<file path="src/rtl/cev_pkg.sv">
// Package: register offsets, masks and the decoded mode record shared by
// the comparator event controller. Assumes byte addressing on the bus.
package cev_pkg;

    localparam int ADDR_W = 8;
    localparam int DATA_W = 32;

    localparam logic [ADDR_W-1:0] OFS_CTRL  = 8'h00;
    localparam logic [ADDR_W-1:0] OFS_MODE  = 8'h04;
    localparam logic [ADDR_W-1:0] OFS_IEN   = 8'h24;
    localparam logic [ADDR_W-1:0] OFS_IDIS  = 8'h28;
    localparam logic [ADDR_W-1:0] OFS_IMASK = 8'h2C;
    localparam logic [ADDR_W-1:0] OFS_STAT  = 8'h30;
    localparam logic [ADDR_W-1:0] OFS_ANA   = 8'h94;

    localparam logic [DATA_W-1:0] MODE_MASK  = 32'h0000_7777;
    localparam logic [DATA_W-1:0] SPUR_MASK  = 32'h0000_1177;
    localparam logic [DATA_W-1:0] ANA_MASK   = 32'h0000_0007;

    typedef enum logic [1:0] {
        EDG_RISE = 2'd0,
        EDG_FALL = 2'd1,
        EDG_BOTH = 2'd2,
        EDG_NONE = 2'd3
    } edge_sel_e;

    typedef struct packed {
        logic [2:0] neg_sel;
        logic [2:0] pos_sel;
        logic       en;
        edge_sel_e  etype;
        logic       inv;
        logic       fsrc;
        logic       fen;
    } cev_mode_t;

    // Unpack the stored mode word into named fields.
    function automatic cev_mode_t decode_mode(input logic [DATA_W-1:0] w);
        cev_mode_t m;
        m.neg_sel = w[2:0];
        m.pos_sel = w[6:4];
        m.en      = w[8];
        m.etype   = edge_sel_e'(w[10:9]);
        m.inv     = w[12];
        m.fsrc    = w[13];
        m.fen     = w[14];
        return m;
    endfunction

endpackage

</file>
<file path="src/rtl/cev_sync.sv">
// Module: cev_sync
// Multi-flop synchronizer for a single asynchronous bit.
// Assumes the input is a level that holds for several clock periods.
module cev_sync #(
    parameter int STAGES = 2
) (
    input  logic clk,
    input  logic rst_n,
    input  logic d,
    output logic q
);

    logic [STAGES-1:0] chain_q;

    generate
        for (genvar i = 0; i < STAGES; i++) begin : g_stage
            if (i == 0) begin : g_first
                // Capture the asynchronous input.
                always_ff @(posedge clk) begin
                    if (!rst_n) chain_q[0] <= 1'b0;
                    else        chain_q[0] <= d;
                end
            end else begin : g_next
                // Pass the value one stage further.
                always_ff @(posedge clk) begin
                    if (!rst_n) chain_q[i] <= 1'b0;
                    else        chain_q[i] <= chain_q[i-1];
                end
            end
        end
    endgenerate

    assign q = chain_q[STAGES-1];

endmodule

</file>
<file path="src/rtl/cev_edge.sv">
// Module: cev_edge
// Applies optional inversion to the synchronized level, then detects the
// selected edge and keeps a sticky flag. An edge wins over a same-cycle
// clear-on-read; a software reset wins over both.
// Assumes lvl_in is already synchronous to clk.
module cev_edge
    import cev_pkg::*;
(
    input  logic      clk,
    input  logic      rst_n,
    input  logic      soft_clr,
    input  logic      lvl_in,
    input  logic      invert,
    input  logic      enable,
    input  edge_sel_e etype,
    input  logic      rd_clr,
    output logic      lvl_out,
    output logic      hit,
    output logic      flag
);

    logic prev_q;

    assign lvl_out = lvl_in ^ invert;

    // Remember the previous processed level for edge comparison.
    always_ff @(posedge clk) begin
        if (!rst_n) prev_q <= 1'b0;
        else        prev_q <= lvl_out;
    end

    // Match the processed level transition against the selected edge type.
    always_comb begin
        hit = 1'b0;
        if (enable) begin
            unique case (etype)
                EDG_RISE: hit =  lvl_out & ~prev_q;
                EDG_FALL: hit = ~lvl_out &  prev_q;
                EDG_BOTH: hit =  lvl_out ^  prev_q;
                default:  hit = 1'b0;
            endcase
        end
    end

    // Sticky edge flag with set-over-clear priority.
    always_ff @(posedge clk) begin
        if (!rst_n || soft_clr) flag <= 1'b0;
        else if (hit)           flag <= 1'b1;
        else if (rd_clr)        flag <= 1'b0;
    end

endmodule

</file>
<file path="src/rtl/cev_regs.sv">
// Module: cev_regs
// Register file: mode, interrupt mask, analog trim and the spurious-edge
// status bit, plus the read multiplexer and the strobes that other logic
// needs (software reset, status read).
// Assumes bus_wr and bus_rd are never high together.
module cev_regs
    import cev_pkg::*;
(
    input  logic              clk,
    input  logic              rst_n,
    input  logic              bus_wr,
    input  logic              bus_rd,
    input  logic [ADDR_W-1:0] bus_addr,
    input  logic [DATA_W-1:0] bus_wdata,
    output logic [DATA_W-1:0] bus_rdata,
    input  logic              edge_flag,
    input  logic              lvl,
    output cev_mode_t         mode,
    output logic              irq_mask,
    output logic              ana_cur,
    output logic [1:0]        ana_hyst,
    output logic              soft_rst,
    output logic              stat_rd
);

    logic [DATA_W-1:0] mode_q;
    logic [DATA_W-1:0] mode_nx;
    logic [2:0]        ana_q;
    logic              spur_q;
    logic              mode_wr;

    assign mode_wr  = bus_wr && (bus_addr == OFS_MODE);
    assign soft_rst = bus_wr && (bus_addr == OFS_CTRL) && bus_wdata[0];
    assign stat_rd  = bus_rd && (bus_addr == OFS_STAT);
    assign mode_nx  = bus_wdata & MODE_MASK;
    assign mode     = decode_mode(mode_q);
    assign ana_cur  = ana_q[0];
    assign ana_hyst = ana_q[2:1];

    // Mode word storage, masked to the implemented bits.
    always_ff @(posedge clk) begin
        if (!rst_n || soft_rst) mode_q <= '0;
        else if (mode_wr)       mode_q <= mode_nx;
    end

    // Analog trim storage.
    always_ff @(posedge clk) begin
        if (!rst_n || soft_rst)                   ana_q <= '0;
        else if (bus_wr && bus_addr == OFS_ANA)   ana_q <= bus_wdata[2:0];
    end

    // Interrupt mask: enable write sets, disable write clears, zeros ignored.
    always_ff @(posedge clk) begin
        if (!rst_n || soft_rst)                                  irq_mask <= 1'b0;
        else if (bus_wr && bus_addr == OFS_IEN  && bus_wdata[0]) irq_mask <= 1'b1;
        else if (bus_wr && bus_addr == OFS_IDIS && bus_wdata[0]) irq_mask <= 1'b0;
    end

    // Spurious-edge indicator: set on a mode write that moves a sensitive field.
    always_ff @(posedge clk) begin
        if (!rst_n || soft_rst)
            spur_q <= 1'b0;
        else if (mode_wr && ((mode_nx & SPUR_MASK) != (mode_q & SPUR_MASK)))
            spur_q <= 1'b1;
        else if (stat_rd)
            spur_q <= 1'b0;
    end

    // Read multiplexer; write-only and unmapped offsets read as zero.
    always_comb begin
        bus_rdata = '0;
        unique case (bus_addr)
            OFS_MODE:  bus_rdata = mode_q;
            OFS_IMASK: bus_rdata[0] = irq_mask;
            OFS_STAT:  bus_rdata = {spur_q, 29'b0, lvl, edge_flag};
            OFS_ANA:   bus_rdata[2:0] = ana_q;
            default:   bus_rdata = '0;
        endcase
    end

endmodule

</file>
<file path="src/rtl/cmp_evt_ctrl.sv">
// Module: cmp_evt_ctrl (top)
// Digital back end of an analog comparator: synchronizer, edge detector with
// sticky flag, register file, interrupt and fault output selection.
// Assumes a single clock domain for the bus; only cmp_raw is asynchronous.
module cmp_evt_ctrl
    import cev_pkg::*;
#(
    parameter int SYNC_STAGES = 2
) (
    input  logic              clk,
    input  logic              rst_n,
    input  logic              bus_wr,
    input  logic              bus_rd,
    input  logic [ADDR_W-1:0] bus_addr,
    input  logic [DATA_W-1:0] bus_wdata,
    output logic [DATA_W-1:0] bus_rdata,
    input  logic              cmp_raw,
    output logic [2:0]        neg_sel,
    output logic [2:0]        pos_sel,
    output logic              cmp_en_o,
    output logic              drive_cur,
    output logic [1:0]        hyst_sel,
    output logic              irq,
    output logic              fault
);

    cev_mode_t mode;
    logic      sync_q;
    logic      lvl;
    logic      edge_hit;
    logic      edge_flag;
    logic      irq_mask;
    logic      soft_rst;
    logic      stat_rd;

    cev_sync #(.STAGES(SYNC_STAGES)) u_sync (
        .clk   (clk),
        .rst_n (rst_n),
        .d     (cmp_raw),
        .q     (sync_q)
    );

    cev_edge u_edge (
        .clk      (clk),
        .rst_n    (rst_n),
        .soft_clr (soft_rst),
        .lvl_in   (sync_q),
        .invert   (mode.inv),
        .enable   (mode.en),
        .etype    (mode.etype),
        .rd_clr   (stat_rd),
        .lvl_out  (lvl),
        .hit      (edge_hit),
        .flag     (edge_flag)
    );

    cev_regs u_regs (
        .clk       (clk),
        .rst_n     (rst_n),
        .bus_wr    (bus_wr),
        .bus_rd    (bus_rd),
        .bus_addr  (bus_addr),
        .bus_wdata (bus_wdata),
        .bus_rdata (bus_rdata),
        .edge_flag (edge_flag),
        .lvl       (lvl),
        .mode      (mode),
        .irq_mask  (irq_mask),
        .ana_cur   (drive_cur),
        .ana_hyst  (hyst_sel),
        .soft_rst  (soft_rst),
        .stat_rd   (stat_rd)
    );

    assign neg_sel  = mode.neg_sel;
    assign pos_sel  = mode.pos_sel;
    assign cmp_en_o = mode.en;
    assign irq      = edge_flag & irq_mask;

    // Fault source selection, gated by the fault enable.
    always_comb begin
        if (!mode.fen)      fault = 1'b0;
        else if (mode.fsrc) fault = lvl;
        else                fault = edge_flag;
    end

endmodule

</file>
<file path="config.mk">
export PLATFORM = sky130hd
export DESIGN_NAME = cmp_evt_ctrl
export DESIGN_NICKNAME = d
export VERILOG_FILES = /design/src/rtl/cev_pkg.sv /design/src/rtl/cev_sync.sv /design/src/rtl/cev_edge.sv /design/src/rtl/cev_regs.sv /design/src/rtl/cmp_evt_ctrl.sv
export SDC_FILE = /design/constraint.sdc
export NUM_CORES = 1
export LEC_CHECK = 0
export ABC_AREA = 1
export BUFFER_PORTS_ARGS = -buffer_cell sky130_fd_sc_hd__buf_2
export CAP_MARGIN = 20
export CORE_MARGIN = 2
export CORE_UTILIZATION = 47
export CTS_CLUSTER_DIAMETER = 80
export CTS_CLUSTER_SIZE = 24
export DETAILED_ROUTE_END_ITERATION = 10
export GPL_TIMING_DRIVEN = 0
export PLACE_DENSITY_LB_ADDON = 0.25
export SYNTH_ARGS = -nofsm -noshare
export SYNTH_HDL_FRONTEND = slang
export SYNTH_HIERARCHICAL = 1
export SYNTH_SLANG_ARGS = --single-unit
</file>
<file path="constraint.sdc">
create_clock -name clk -period 2.65 [get_ports clk]
set_input_delay 0.53 -clock clk [delete_from_list [all_inputs] [get_ports clk]]
set_output_delay 0.53 -clock clk [all_outputs]
set_load 0.005 [all_outputs]
</file>
==> results.md <==
- CP Launch Type: primary input
- Crit path time final: 2.219 ns
- Final setup vio count: 0
- MaxCap Viol Count: 0
- Share of post-route cells with drive strength above 1: 0.2875
- Die W: 60.33 um
- Post-CTS Hold Buffers: 0
- Clock sink count: 21
- Status: completed
- Root Buffer: clkbuf_4
- Power Density: 308.0 nW/um2
- Post-Synthesis Cells: between 200 and 250
- # H-tree levels: 1
- Skew-Pair Late Insertion Delay: 0.31 ns
- Setup TNS: 0 ns
- Antenna-violating nets left: 0
- Leakage: 1.092 nW
- Post-Route WL: 3.082 mm
- Peak supply drop: roughly 0.00019 V
- N_diodes: 0
- Critical path arrival: 1.69 ns
- GP Congestion: 0.8118
- Type of destination of the critical path: output port
- Total track usage: 0.1736
- PostCTS Resize Cnt: 0
- Avg Cell Area, Syn: 6.163 um2
- DIE AREA: roughly 3600 um2
- Fmax: 450.6 MHz
- I/O pin count: 89
- Initial Utilization: 0.4926
- Core Area: 3028 um2
- Num CTS Buffers: 3
- DIE HEIGHT: roughly 60 um
- TritonCTS clock tree: done
- Vias in the first global route: 1144
- Row Count: 20
- Total grt overflow: 0
- CP required: 2.12 ns
- Clock skew: 0.006575 ns
- Final period util: 0.8375
- Port Buf Inserts: 49
- Final hold viol count: 0
- Largest buffer count on any clock path: 2
- Total number of vias: 1500
- WL/cell: between 8 and 9 um
- Avg Vias per Cell: ~4.2
- 1st-iter DRT viols: 31
- CTS clock-pin slew for the worst setup and hold paths: 0.13 ns
- Drt first pass iters: 4
- Yosys warnings: 6
- Synthesized area: 1491 um2
- Hold WC Path Type: primary input to register
- DP Wirelength: 2.468 mm
- Initial antenna violation count: 0
- Final nets: 361
- Setup bufs post-CTS: 0
- Drt drc: 0
- First-pass GRT wire length: 4.705 mm
- Crit-path max FO: 10
- Synth-to-Final Area Change: 26.51%
- RSZ-0062 raised after global routing: false
- CP Class: primary input to output port
- Tot Pwr: between 0.5 and 0.6 mW
- Largest net degree at the start of global routing: 13
- Fin. max-slew vios: 0
-- registers in the layout, indices dropped and copies added (netlist names) --
signal,cells
u_sync/q,1
u_edge/flag,1
u_sync/chain_q,1
u_regs/mode_q,12
u_regs/spur_q,1
u_regs/ana_q,3
u_regs/irq_mask,1
u_edge/prev_q,1
-- worst paths after layout --
kind         slack, ns           endpoint              start  cells past startpoint
max               0.43       bus_rdata[1]        bus_addr[0]                      8
min               0.39  u_sync/chain_q[0]            cmp_raw                      3
max reg2reg       1.10        u_edge/flag  u_regs/mode_q[12]                      8
min reg2reg       0.46           u_sync/q  u_sync/chain_q[0]                      2
-- cells in the final DEF (no fill, tap or decap), types with 3 or more instances in the layout --
cell / instances
buf_2: 50
dfxtp_1: 21
nor2_1: 38
nand2_2: 3
a21oi_1: 4
nor3_1: 4
xnor2_1: 3
conb_1: 19
clkbuf_4: 3
buf_4: 19
inv_1: 47
nand2_1: 66
nand3_1: 15
-- layout make-up --
| cell class | count | area [um2] |
|---|---|---|
| fillers | 302 | 1141 |
| multi-input cells | 167 | 769.5 |
| flip-flops and latches | 21 | 420.4 |
| repair buffers | 49 | 245.2 |
| plain buffers | 23 | 185.2 |
| inverters | 49 | 183.9 |
| well taps | 44 | 55.05 |
| clock buffers | 3 | 22.52 |
| clock inverters | 1 | 5.005 |
-- metal layers --
metal  vias to the layer above  track usage  part of all wire
li1                        815            -                 -
met1                       623       0.2250              0.46
met2                        57       0.2857              0.45
met3                         5      0.03412             0.083
met4                         0      0.06667             0.013
met5                         -            0                 0
-- worst max-delay path, cell delays in order --
cell	delay (ns)
buf_2	0.09
inv_1	0.05
nand2_2	0.09
nor3_4	0.26
nand2_4	0.11
buf_2	0.21
o211ai_1	0.19
buf_2	0.14
-- stage by stage --
stage,util,cell area (um2),setup WS [ns],cells,hold slack [ns]
5_1_grt,0.6231,1887,0.3252,357,0.4254
2_1_floorplan,-,1559,0.7637,260,0.3900
3_5_place_dp,0.6141,1859,0.4046,353,0.4329
4_1_cts,0.6231,1887,0.3973,357,0.3854
6_report,0.6231,1887,0.4307,357,0.3862
3_3_place_gp,0.6141,1859,0.4257,353,0.4250
-- where the power goes --
part           switching [mW]  total [mW]  internal, mW
registers             0.00124       0.319         0.318
clock network           0.108       0.164        0.0565
logic                  0.0505      0.0974        0.0469
Note: power is estimated with default switching activity, not from simulation.
